==> config.mk <==
export PLATFORM = sky130hd
export DESIGN_NAME = xlate_cache
export DESIGN_NICKNAME = d
export VERILOG_FILES = /design/src/rtl/xc_pkg.sv /design/src/rtl/xc_way.sv /design/src/rtl/xc_plru.sv /design/src/rtl/xc_pick.sv /design/src/rtl/xlate_cache.sv
export SDC_FILE = /design/constraint.sdc
export NUM_CORES = 1
export LEC_CHECK = 0
export BUFFER_PORTS_ARGS = -buffer_cell sky130_fd_sc_hd__buf_2
export CORE_UTILIZATION = 26
export CTS_CLUSTER_DIAMETER = 120
export CTS_CLUSTER_SIZE = 40
export DETAILED_ROUTE_END_ITERATION = 8
export PLACE_DENSITY = 0.45
export SLEW_MARGIN = 20
export SYNTH_ARGS = -nofsm -noshare
export SYNTH_HDL_FRONTEND = slang
export SYNTH_SLANG_ARGS = --single-unit
==> constraint.sdc <==
create_clock -name clk -period 22.9 [get_ports clk]
set_clock_uncertainty 0.1 [all_clocks]
set_input_delay 4.58 -clock clk [delete_from_list [all_inputs] [get_ports clk]]
set_output_delay 4.58 -clock clk [all_outputs]
set_load 0.01 [all_outputs]
==> src/rtl/xc_pkg.sv <==
package xc_pkg;
  // Why a fill chose its way, exposed for the checker.
  typedef enum logic [1:0] {
    FILL_MATCH = 2'd0,
    FILL_EMPTY = 2'd1,
    FILL_EVICT = 2'd2
  } fill_src_e;
endpackage

==> src/rtl/xc_way.sv <==
// One way of the table: valid bits, tags and frame numbers for every set,
// with a lookup read port (a), a fill-side read port (b) and one write port.
module xc_way #(
  parameter int SETS  = 8,
  parameter int TAG_W = 17,
  parameter int PFN_W = 16,
  localparam int IDX_W = $clog2(SETS)
) (
  input  logic             clk,
  input  logic             rst_n,
  input  logic             flush,
  input  logic [IDX_W-1:0] a_idx,
  output logic             a_valid,
  output logic [TAG_W-1:0] a_tag,
  output logic [PFN_W-1:0] a_pfn,
  input  logic [IDX_W-1:0] b_idx,
  output logic             b_valid,
  output logic [TAG_W-1:0] b_tag,
  input  logic             wr_en,
  input  logic [IDX_W-1:0] wr_idx,
  input  logic [TAG_W-1:0] wr_tag,
  input  logic [PFN_W-1:0] wr_pfn
);
  logic [SETS-1:0]  vld_q;
  logic [TAG_W-1:0] tag_q [SETS];
  logic [PFN_W-1:0] pfn_q [SETS];

  always_ff @(posedge clk) begin
    if (!rst_n || flush) begin
      vld_q <= '0;
    end else if (wr_en) begin
      vld_q[wr_idx] <= 1'b1;
    end
  end

  always_ff @(posedge clk) begin
    if (wr_en && !flush) begin
      tag_q[wr_idx] <= wr_tag;
      pfn_q[wr_idx] <= wr_pfn;
    end
  end

  assign a_valid = vld_q[a_idx];
  assign a_tag   = tag_q[a_idx];
  assign a_pfn   = pfn_q[a_idx];
  assign b_valid = vld_q[b_idx];
  assign b_tag   = tag_q[b_idx];
endmodule

==> src/rtl/xc_plru.sv <==
// Per-set tree pseudo-LRU. Node n has children 2n+1 and 2n+2; a node bit
// of 1 points the victim search to the right child.
module xc_plru #(
  parameter int SETS = 8,
  parameter int WAYS = 4,
  localparam int IDX_W = $clog2(SETS),
  localparam int WAY_W = $clog2(WAYS),
  localparam int NODES = WAYS - 1
) (
  input  logic             clk,
  input  logic             rst_n,
  input  logic             flush,
  input  logic             hit_en,
  input  logic [IDX_W-1:0] hit_idx,
  input  logic [WAY_W-1:0] hit_way,
  input  logic             fill_en,
  input  logic [IDX_W-1:0] fill_idx,
  input  logic [WAY_W-1:0] fill_way,
  input  logic [IDX_W-1:0] q_idx,
  output logic [WAY_W-1:0] victim
);
  logic [NODES-1:0] tree_q [SETS];
  logic [NODES-1:0] tree_d [SETS];

  // Mark way w as most recently used: every node on its path points away.
  function automatic logic [NODES-1:0] f_touch(input logic [NODES-1:0] t,
                                               input logic [WAY_W-1:0] w);
    logic [NODES-1:0] r;
    int n;
    int p;
    r = t;
    n = NODES + int'(w);
    for (int l = 0; l < WAY_W; l++) begin
      p = (n - 1) / 2;
      r[p] = (n == 2 * p + 1);
      n = p;
    end
    return r;
  endfunction

  // Follow the node bits from the root down to a leaf.
  function automatic logic [WAY_W-1:0] f_pick(input logic [NODES-1:0] t);
    int n;
    n = 0;
    for (int l = 0; l < WAY_W; l++) begin
      n = 2 * n + 1 + int'(t[n]);
    end
    return WAY_W'(n - NODES);
  endfunction

  always_comb begin
    for (int s = 0; s < SETS; s++) tree_d[s] = tree_q[s];
    if (hit_en)  tree_d[hit_idx]  = f_touch(tree_d[hit_idx], hit_way);
    if (fill_en) tree_d[fill_idx] = f_touch(tree_d[fill_idx], fill_way);
  end

  always_ff @(posedge clk) begin
    for (int s = 0; s < SETS; s++) begin
      if (!rst_n || flush) tree_q[s] <= '0;
      else                 tree_q[s] <= tree_d[s];
    end
  end

  assign victim = f_pick(tree_q[q_idx]);
endmodule

==> src/rtl/xc_pick.sv <==
// Way selection: encodes the lookup hit and decides the fill target
// (matching entry, else lowest empty way, else the pseudo-LRU victim).
module xc_pick #(
  parameter int WAYS = 4,
  localparam int WAY_W = $clog2(WAYS)
) (
  input  logic [WAYS-1:0]     lk_hit_vec,
  output logic [WAY_W-1:0]    lk_way,
  input  logic [WAYS-1:0]     fl_match_vec,
  input  logic [WAYS-1:0]     fl_valid_vec,
  input  logic [WAY_W-1:0]    fl_victim,
  output logic [WAY_W-1:0]    fl_way,
  output xc_pkg::fill_src_e   fl_src
);
  function automatic logic [WAY_W-1:0] f_enc(input logic [WAYS-1:0] v);
    logic [WAY_W-1:0] r;
    r = '0;
    for (int i = 0; i < WAYS; i++) if (v[i]) r = r | WAY_W'(i);
    return r;
  endfunction

  function automatic logic [WAY_W-1:0] f_first_zero(input logic [WAYS-1:0] v);
    logic [WAY_W-1:0] r;
    r = '0;
    for (int i = WAYS - 1; i >= 0; i--) if (!v[i]) r = WAY_W'(i);
    return r;
  endfunction

  assign lk_way = f_enc(lk_hit_vec);

  always_comb begin
    if (|fl_match_vec) begin
      fl_way = f_enc(fl_match_vec);
      fl_src = xc_pkg::FILL_MATCH;
    end else if (!(&fl_valid_vec)) begin
      fl_way = f_first_zero(fl_valid_vec);
      fl_src = xc_pkg::FILL_EMPTY;
    end else begin
      fl_way = fl_victim;
      fl_src = xc_pkg::FILL_EVICT;
    end
  end
endmodule

==> src/rtl/xlate_cache.sv <==
module xlate_cache #(
  parameter int VPN_W = 20,
  parameter int PFN_W = 16,
  parameter int WAYS  = 4,
  parameter int SETS  = 8
) (
  input  logic             clk,
  input  logic             rst_n,
  input  logic             flush,
  input  logic             lk_valid,
  input  logic [VPN_W-1:0] lk_vpn,
  output logic             res_valid,
  output logic             res_hit,
  output logic [PFN_W-1:0] res_pfn,
  input  logic             fill_en,
  input  logic [VPN_W-1:0] fill_vpn,
  input  logic [PFN_W-1:0] fill_pfn
);
  localparam int IDX_W = $clog2(SETS);
  localparam int TAG_W = VPN_W - IDX_W;
  localparam int WAY_W = $clog2(WAYS);

  // Interleaved mapping: consecutive pages fall into consecutive sets.
  function automatic logic [IDX_W-1:0] f_idx(input logic [VPN_W-1:0] v);
    return IDX_W'(v % SETS);
  endfunction
  function automatic logic [TAG_W-1:0] f_tag(input logic [VPN_W-1:0] v);
    return TAG_W'(v / SETS);
  endfunction

  logic [IDX_W-1:0] lk_idx, fl_idx;
  logic [TAG_W-1:0] lk_tag, fl_tag;
  assign lk_idx = f_idx(lk_vpn);
  assign lk_tag = f_tag(lk_vpn);
  assign fl_idx = f_idx(fill_vpn);
  assign fl_tag = f_tag(fill_vpn);

  logic [WAYS-1:0]  a_vld, b_vld, hit_vec, match_vec, wr_vec;
  logic [TAG_W-1:0] a_tag [WAYS];
  logic [TAG_W-1:0] b_tag [WAYS];
  logic [PFN_W-1:0] a_pfn [WAYS];

  logic             evt_lk_hit;
  logic             evt_fill;
  logic [WAY_W-1:0] lk_way, fl_way, victim;
  xc_pkg::fill_src_e fl_src;

  assign evt_lk_hit = lk_valid && (|hit_vec) && !flush;
  assign evt_fill   = fill_en && !flush;

  for (genvar w = 0; w < WAYS; w++) begin : g_way
    xc_way #(.SETS(SETS), .TAG_W(TAG_W), .PFN_W(PFN_W)) u_way (
      .clk     (clk),
      .rst_n   (rst_n),
      .flush   (flush),
      .a_idx   (lk_idx),
      .a_valid (a_vld[w]),
      .a_tag   (a_tag[w]),
      .a_pfn   (a_pfn[w]),
      .b_idx   (fl_idx),
      .b_valid (b_vld[w]),
      .b_tag   (b_tag[w]),
      .wr_en   (wr_vec[w]),
      .wr_idx  (fl_idx),
      .wr_tag  (fl_tag),
      .wr_pfn  (fill_pfn)
    );
    assign hit_vec[w]   = a_vld[w] && (a_tag[w] == lk_tag);
    assign match_vec[w] = b_vld[w] && (b_tag[w] == fl_tag);
    assign wr_vec[w]    = evt_fill && (fl_way == WAY_W'(w));
  end

  xc_pick #(.WAYS(WAYS)) u_pick (
    .lk_hit_vec   (hit_vec),
    .lk_way       (lk_way),
    .fl_match_vec (match_vec),
    .fl_valid_vec (b_vld),
    .fl_victim    (victim),
    .fl_way       (fl_way),
    .fl_src       (fl_src)
  );

  xc_plru #(.SETS(SETS), .WAYS(WAYS)) u_plru (
    .clk      (clk),
    .rst_n    (rst_n),
    .flush    (flush),
    .hit_en   (evt_lk_hit),
    .hit_idx  (lk_idx),
    .hit_way  (lk_way),
    .fill_en  (evt_fill),
    .fill_idx (fl_idx),
    .fill_way (fl_way),
    .q_idx    (fl_idx),
    .victim   (victim)
  );

  logic [PFN_W-1:0] hit_pfn;
  always_comb begin
    hit_pfn = '0;
    for (int w = 0; w < WAYS; w++) if (hit_vec[w]) hit_pfn = hit_pfn | a_pfn[w];
  end

  always_ff @(posedge clk) begin
    if (!rst_n) begin
      res_valid <= 1'b0;
      res_hit   <= 1'b0;
      res_pfn   <= '0;
    end else begin
      res_valid <= lk_valid;
      res_hit   <= evt_lk_hit;
      res_pfn   <= evt_lk_hit ? hit_pfn : '0;
    end
  end
endmodule

After elaboration in Yosys (flattened, before gate mapping)

Memories as Yosys holds them, arrays and structs flattened.
Cells that the tools add are included.
Widths: inputs -> output; s select.

Register bits: 50
Memory bits (writable): 1,080
Output and inout bits: 18
Logic and storage cells: 202
Memories kept: 9

Add/subtract/negate cells: 18
$lt $le $gt $ge: 16
Eq/ne operators: 15
Mux-type cells: 82
Bitwise operators: 21
Reduce and logical (&&, ||, !) cells: 34

Memories:

| memory               | depth | bits a word | rd ports | clocked after Yosys merged registers in | wr ports | line         | RTL |
|---|---|---|---|---|---|---|---|
| g_way[0].u_way.tag_q | 8     | 17          | 2        | 0                                       | 1        | xc_way.sv:25 | `logic [TAG_W-1:0] tag_q [SETS];` |
| g_way[1].u_way.tag_q | 8     | 17          | 2        | 0                                       | 1        | xc_way.sv:25 |  |
| g_way[2].u_way.tag_q | 8     | 17          | 2        | 0                                       | 1        | xc_way.sv:25 |  |
| g_way[3].u_way.tag_q | 8     | 17          | 2        | 0                                       | 1        | xc_way.sv:25 |  |
| g_way[0].u_way.pfn_q | 8     | 16          | 1        | 0                                       | 1        | xc_way.sv:26 | `logic [PFN_W-1:0] pfn_q [SETS];` |
| g_way[1].u_way.pfn_q | 8     | 16          | 1        | 0                                       | 1        | xc_way.sv:26 |  |
| 3 more memories      | n/a   | n/a         | n/a      | n/a                                     | n/a      | n/a          |  |

Operators by type and width:

| operator              | count |
|---|---|
| $eq 17x17->1          | 8 |
| $add 32x1->32         | 4 |
| $add 32x2->32 const B | 4 |
| $eq 32x32->1          | 4 |
| $ge 32x1->1 const B   | 4 |
| $lt 32x4->1 const B   | 4 |
| $sub 32x2->32 const B | 4 |
| $mux 16               | 4 |
| $bwmux 24             | 2 |
| $mux 24               | 2 |
| $or 16x16->16         | 3 |
| $mux 3                | 14 |
| $or 8x8->8            | 4 |
| $mux 1                | 28 |
| $logic_and 1x1->1     | 26 |
| $bmux 1 s3            | 8 |
| $mux 2                | 10 |
| $bmux 3 s3            | 2 |
| $demux 3 s3           | 2 |
| $bwmux 3              | 4 |
| $demux 1 s2           | 4 |
| $ge 4x4->1 const B    | 2 |
| $lt 3x4->1 const B    | 2 |
| $lt 4x1->1 const B    | 2 |
| other kinds (20)      | 35 |

Depth between registers and ports, before layout

Gate-level depths: netlist of the first run.

Depth in word-level cells: 28
Mapped depth: 34
Mapped depth without buffers: 29

Hierarchy

A second synthesis of the first run with hierarchy kept.

Cells, all modules: 2,642
Area, all modules: 51,907.3 um^2

Modules (own cells, without submodules):

| module                      | times used | cells an instance | area each (um^2) | sequential area each (um^2) |
|---|---|---|---|---|
| xc_way (g_way[1].u_way ...) | 3          | 499               | 11,561.1         | 8,087.8 |
| xc_way (g_way[0].u_way)     | 1          | 499               | 11,566.1         | 8,087.8 |
| xc_plru                     | 1          | 357               | 3,081.7          | 480.5 |
| xlate_cache                 | 1          | 275               | 2,478.6          | 360.3 |
| xc_pick                     | 1          | 14                | 97.6             | 0.0 |

Worst setup path before layout of the first run

OpenSTA, ideal clock, no wires.

Path type: input-to-reg
From: in fill_vpn[1]
To: mem u_plru.tree_q[4][0] (netlist name)
Setup time: 0.079 ns
Arrival: 10.925 ns
Data required time: 22.721 ns
Setup slack: 11.795 ns
Stages on the path: 30
Buffers on the path: 3
Cell sequence: buf_2 -> buf_1 -> mux2_2 -> a221oi_1 -> o21ai_0 -> xor2_1 -> nor4_1 -> nand4b_1 -> and3_1 -> nor2_1 -> inv_1 -> ha_1 -> nor2b_1 -> o21ai_1 -> inv_1 -> ha_1 -> ha_1 -> clkbuf_1 -> a21oi_1 -> or2_2 -> a21oi_1 -> ha_1 -> ha_1 -> xnor2_1 -> a311oi_1 -> o211a_1 -> a31oi_1 -> nor4b_2 -> nor2_1 -> a22oi_1

RTL lines:

| what        | line              | RTL |
|---|---|---|
| from (decl) | xlate_cache.sv:16 | `input logic [VPN_W-1:0] fill_vpn,` |
| to (decl)   | xc_plru.sv:22     | `logic [NODES-1:0] tree_q [SETS];` |

==> results of run 1 <==
-- stage by stage --
stage	power (mW)	cell area [um^2]	hold WS, ns
4_1_cts	3.61	54700	0.407
3_5_place_dp	2.68	53700	0.375
3_3_place_gp	2.68	53700	0.369
2_1_floorplan	2.51	50200	0.349
6_report	3.61	54700	0.411
5_1_grt	3.69	54700	0.424
-- cells in the final DEF (no fill, tap or decap), drive strengths merged, types with 23 or more instances in the layout --
master  count
and3       43
nand2      91
xnor2      84
a31oi      39
clkbuf     60
a211oi     23
buf       190
a221o      40
mux2      105
nand3      23
dfxtp      74
mux4       84
a21oi     101
a22oi     175
a221oi    120
nor2      116
xor2       40
inv        35
edfxtp   1056
o21ai      39
nand4      29
o22ai     106
mux2i     245
nor4       31
a22o       46
o21a       32
-- logic make-up after synthesis --
kind of cell    count (synthesis)  share of synthesized area, %
mux                           434                          11.0
simple gates                  485                          5.37
compound gates                849                          12.6
flops                        1130                          66.1
buf+inv                       264                          2.45
fa+ha+maj                      12                         0.299
xor+xnor                      124                          2.16
-- layer usage --
metal  vias to the layer above  global-route usage, %  part of all wire, %
li1                      13400                      -                    -
met1                     17800                   29.1                   43
met2                      1743                   32.1                   45
met3                       270                   3.88                  8.6
met4                        20                   5.60                  3.0
met5                         -                      0                0.063
-- sequential cells by signal, summed over array words and instances (netlist names) --
name,count
g_way.u_way.vld_q,32
g_way.u_way.tag_q,544
res_valid,1
res_pfn,16
u_plru.tree_q,24
g_way.u_way.pfn_q,512
res_hit,1
-- layout make-up --
class                   instances  area [um^2]
fillers                     19300       136000
flip-flops and latches       1130        33200
multi-input cells            1904        15900
well taps                    2511         3140
repair buffers                191         1310
clock buffers                  59          997
inverters                      34          128
clock inverters                 5         80.1
-- power by group through the flow --
stage	registers [mW]	clock network, mW	logic [mW]
CTS	2.27	0.982	0.364
finish	2.27	0.968	0.372
global placement	2.31	0	0.364
floorplan	2.31	0	0.194
global route	2.27	1.04	0.383
detailed placement	2.31	0	0.363
-- critical path: cells and delay by family --
kind / cells / cell delay, ns
AOI/OAI and AO/OA: 11 / 2.35
buffers and inverters: 5 / 2.16
xor gates and xnor gates: 1 / 0.17
adders and majority gates: 5 / 1.65
muxes: 1 / 0.40
and+or+nand+nor: 7 / 2.63
-- worst min-delay path by stage --
stage / start / to / slack, ns / cells past startpoint
global placement: g_way[1].u_way.vld_q[7] / g_way[1].u_way.vld_q[7] / 0.37 / 1
floorplan: g_way[1].u_way.vld_q[7] / g_way[1].u_way.vld_q[7] / 0.35 / 1
CTS: g_way[1].u_way.vld_q[7] / g_way[1].u_way.vld_q[7] / 0.41 / 1
finish: g_way[1].u_way.vld_q[7] / g_way[1].u_way.vld_q[7] / 0.41 / 1
detailed placement: g_way[3].u_way.vld_q[6] / g_way[3].u_way.vld_q[6] / 0.37 / 1
global route: g_way[1].u_way.vld_q[4] / g_way[1].u_way.vld_q[4] / 0.42 / 1
==> impl_metrics.env, run 1 <==
export IMPL_p_sw_share_pct=25.6
export IMPL_synth_edf_count=1056
export IMPL_die_w_um=441
export IMPL_crit_type="primary input to flip-flop"
export IMPL_wl_per_cell_um=35.2
export IMPL_track_usage_pct=20.6
export IMPL_min_path_type="flip-flop to flip-flop"
export IMPL_cts_setup_buffers=0
export IMPL_yosysUniqueCellTypes=92
export IMPL_layout_min_cycle_time_ns=13.55
export IMPL_die_h_um=441
export IMPL_hpwl_um=122000
export IMPL_avgSynthCellArea_um2=15.2
export IMPL_p_int_mw=2.69
export IMPL_relSlewSlack_pct=24.7
export IMPL_endpoint_kind="flip-flop"
export IMPL_post_place_ws_ns=8.81
export IMPL_cts_tree="yes"
export IMPL_io_pins=79
export IMPL_r2r_end="u_plru.tree_q[4][0]"
export IMPL_rsz0062_at_grt="false"
export IMPL_gp_congestion=0.912
export IMPL_cp_endpoint="u_plru.tree_q[4][0]"
export IMPL_yosys_area_top_type="edfxtp_1"
export IMPL_reg2reg_depth=27
export IMPL_gr_total_overflow=0
export IMPL_fmax_mhz=73.8
export IMPL_grt_pass1_vias=32100
export IMPL_netlist_top_cells_count="edfxtp_1, mux2i_1, a22oi_1, a221oi_1, nor2_1"
export IMPL_antenna_found_initial=16
export IMPL_start_util_pct=26.3
export IMPL_drtAntennaViolNets=0
export IMPL_drv_slew=0
export IMPL_ir_worst_vdd_mv=0.0625
export IMPL_leakagePower_nw=17.2
export IMPL_worst_path_max_delay_cell="buf_4"
export IMPL_core_area_um2=191000
export IMPL_rows=160
export IMPL_clk_latency_ns=0.70
export IMPL_finalWirelength_um=205000
export IMPL_syn_cell_area_um2=50200
export IMPL_p_per_area_nw_per_um2=65.9
export IMPL_tightest_slew_ns=1.13
export IMPL_grt_pass1_wl_um=279000
export IMPL_cp_required_ns=23.43
export IMPL_synth_area_leaders="edfxtp_1, mux2i_1, mux4_2, dfxtp_1, a22oi_1"
export IMPL_synth_top_area_share_pct=63.2
export IMPL_instances_no_fill=5834
export IMPL_setup_violations=0
export IMPL_ys_seq_elements=1130
export IMPL_area_growth_pct=9.08
export IMPL_tns_ns=0
export IMPL_yosysWarnings=0
export IMPL_clock_power_share_pct=26.8
export IMPL_ys_async_sr_fraction_pct=0
export IMPL_cts_buffers_inserted=35
export IMPL_critical_path_max_stage_delay_ns=0.79
export IMPL_cts_root_buffer="clkbuf_16"
export IMPL_clk_pin_slew_ns=0.15
export IMPL_viasPerCell=5.70
export IMPL_clock_sinks=1130
export IMPL_timing_final_ws_setup_ns=9.35
export IMPL_rr_startpoint="g_way[0].u_way.tag_q[7][5]"
export IMPL_io_buffers=78
export IMPL_yosys_cell_count_top_type="edfxtp_1"
export IMPL_drc=0
export IMPL_syn_nets=3371
export IMPL_ctsHtreeMaxLevel=2
export IMPL_start_kind="primary input"
export IMPL_seq_power_share_pct=62.8
export IMPL_die_area_um2=195000
export IMPL_arrival_ns=14.08
export IMPL_numPlacedInstances=5770
export IMPL_grt_max_degree=78
export IMPL_synth_seq_area_share_pct=66.1
export IMPL_postCtsResizedCells=0
export IMPL_vias=33200
export IMPL_crit_fanout=58
export IMPL_rrSetupSlack_ns=14.66
export IMPL_combPwrFrac_pct=10.3
export IMPL_crit_top_cell="ha_1"
export IMPL_cts_hold_buf=0
export IMPL_antenna_cells=0
export IMPL_drtIter0Drc=4386
export IMPL_fin_util_pct=28.7
export IMPL_hold_viol=0
export IMPL_clk_path_buf_depth=3
export IMPL_nets=3369
export IMPL_power_switching_uw=922
export IMPL_layout_drive_gt1_share_pct=15.1
export IMPL_first_pass_iters=6
export IMPL_synth_ff_type="edfxtp_1"
export IMPL_final_period_utilization_pct=59.2
export IMPL_crit_start="fill_vpn[2]"
export IMPL_cap_violations=0
export IMPL_status="finished clean"
export IMPL_postSynthCellCount=3298
Note: power is estimated with default switching activity, not from simulation.
==> inputs of run 2 (changes only) <==
Clock period 22.9 ns to 14.1 ns, I/O delays scaled along.
==> impl_metrics.env, run 2 (synthesis results as in run 1) <==
export IMPL_status="finished clean"
export IMPL_gr_total_overflow=0
export IMPL_p_per_area_nw_per_um2=108
export IMPL_die_w_um=441
export IMPL_crit_buf_inv=4
export IMPL_regMostFlops="g_way.u_way.tag_q"
export IMPL_track_usage_pct=20.8
export IMPL_final_common_cell="edfxtp_1"
export IMPL_clk_pin_slew_ns=0.15
export IMPL_cts_buffers_inserted=37
export IMPL_dr_wl_met2_um=93600
export IMPL_tns_ns=0
export IMPL_final_period_utilization_pct=85.6
export IMPL_tightest_slew_ns=1.13
export IMPL_viasPerCell=5.72
export IMPL_setup_violations=0
export IMPL_finalWirelength_um=208000
export IMPL_largest_reg_flops=544
export IMPL_nets=3383
export IMPL_cts_setup_buffers=0
export IMPL_ctsHtreeMaxLevel=2
export IMPL_grt_pass1_wl_um=281000
export IMPL_rsz0062_at_grt="false"
export IMPL_vias=33500
export IMPL_grt_pass1_vias=31800
export IMPL_ir_worst_vdd_mv=0.0995
export IMPL_die_area_um2=195000
export IMPL_clk_path_buf_depth=3
export IMPL_layout_common_cells="edfxtp_1, mux2i_1, a22oi_1"
export IMPL_crit_family="simple AND/OR/NAND/NOR gates"
export IMPL_hold_ws_ns=0.407
export IMPL_numPlacedInstances=5781
export IMPL_cts_root_buffer="clkbuf_16"
export IMPL_io_buffers=78
export IMPL_cts_hold_buf=0
export IMPL_drtAntennaViolNets=0
export IMPL_reg_largest_list="g_way.u_way.tag_q: 544 flops, g_way.u_way.pfn_q: 512 flops, g_way.u_way.vld_q: 32 flops"
export IMPL_crit_fanout=43
export IMPL_grt_max_degree=85
export IMPL_clock_sinks=1130
export IMPL_drv_slew=0
export IMPL_wl_per_cell_um=35.6
export IMPL_start_kind="primary input"
export IMPL_first_pass_iters=7
export IMPL_cap_violations=0
export IMPL_critical_path_max_stage_delay_ns=0.98
export IMPL_gp_congestion=0.939
export IMPL_leakagePower_nw=17.3
export IMPL_dr_wl_met3_um=18800
export IMPL_hold_viol=0
export IMPL_cts_tree="yes"
export IMPL_layout_drive_gt1_share_pct=15.7
export IMPL_start_util_pct=26.3
export IMPL_core_area_um2=191000
export IMPL_arrival_ns=12.55
export IMPL_relSlewSlack_pct=25.0
export IMPL_fmax_mhz=82.9
export IMPL_worst_path_max_delay_cell="nor4_1"
export IMPL_n_fill_cell=19200
export IMPL_drtIter0Drc=4659
export IMPL_endpoint_kind="flip-flop"
export IMPL_wirelength_met1_um=90200
export IMPL_rows=160
export IMPL_cp_required_ns=14.59
export IMPL_postCtsResizedCells=0
export IMPL_area_growth_pct=9.52
export IMPL_drc=0
export IMPL_total_power_mw=5.94
export IMPL_crit_top_cell="ha_1"
export IMPL_layout_min_cycle_time_ns=12.07
export IMPL_antenna_found_initial=13
export IMPL_io_pins=79
export IMPL_highest_layer="met5"
export IMPL_die_h_um=441
export IMPL_crit_type="primary input to flip-flop"
export IMPL_instances_no_fill=5851
export IMPL_min_path_type="flip-flop to flip-flop"
export IMPL_hpwl_um=126000
export IMPL_clk_latency_ns=0.71
run 2: path summary, 6_finish.rpt:
| check | start | to | slack (ns) | depth (start not counted) |
|---|---|---|---|---|
| min reg2reg | g_way[0].u_way.vld_q[6] | g_way[0].u_way.vld_q[6] | 0.41 | 1 |
| max reg2reg | g_way[0].u_way.tag_q[5][5] | u_plru.tree_q[4][0] | 5.06 | 27 |
| max | fill_vpn[0] | u_plru.tree_q[4][0] | 2.03 | 29 |
| min | g_way[0].u_way.vld_q[6] | g_way[0].u_way.vld_q[6] | 0.41 | 1 |
run 2: power by group:
group | total (mW) | internal (mW) | switching [mW]
Combinational | 0.609 | 0.179 | 0.429
Sequential | 3.68 | 3.68 | 0.00695
Clock | 1.65 | 0.539 | 1.11
Total | 5.94 | 4.39 | 1.54
run 2: layout make-up:
| cell class | count | area, um^2 | share of cell area [%] |
|---|---|---|---|
| flip-flops and latches | 1130 | 33200 | 60.4 |
| multi-input cells | 1904 | 15900 | 28.9 |
| well taps | 2511 | 3140 | 5.72 |
| repair buffers | 203 | 1410 | 2.56 |
| clock buffers | 53 | 1010 | 1.83 |
| clock inverters | 14 | 200 | 0.364 |
| inverters | 34 | 128 | 0.232 |
| diodes | 2 | 5.00 | 0.00911 |
run 2: worst register-to-register path: cells and delay by family, from the launching register on:
kind                       cells  cell delay (ns)
and+or+nand+nor                7             3.00
adders and majority gates      5             1.64
buffers and inverters          2             0.37
DFF                            1             0.43
xor gates and xnor gates       2             0.68
AOI/OAI and AO/OA              9             2.06
muxes                          2             0.65
run 2: through the flow:
step	util (%)	worst slack, ns	cell area [um^2]
5_1_grt	28.8	1.69	55000
2_1_floorplan	-	4.76	50200
4_1_cts	28.8	2.27	54900
6_report	28.8	2.03	55000
3_5_place_dp	28.1	1.62	53700
3_3_place_gp	28.1	1.53	53700
run 2: layer usage:
layer	track usage (%)	vias up
met1	29.7	17800
met3	3.92	275
met2	32.5	1851
li1	-	13500
met4	4.77	10
met5	0	-
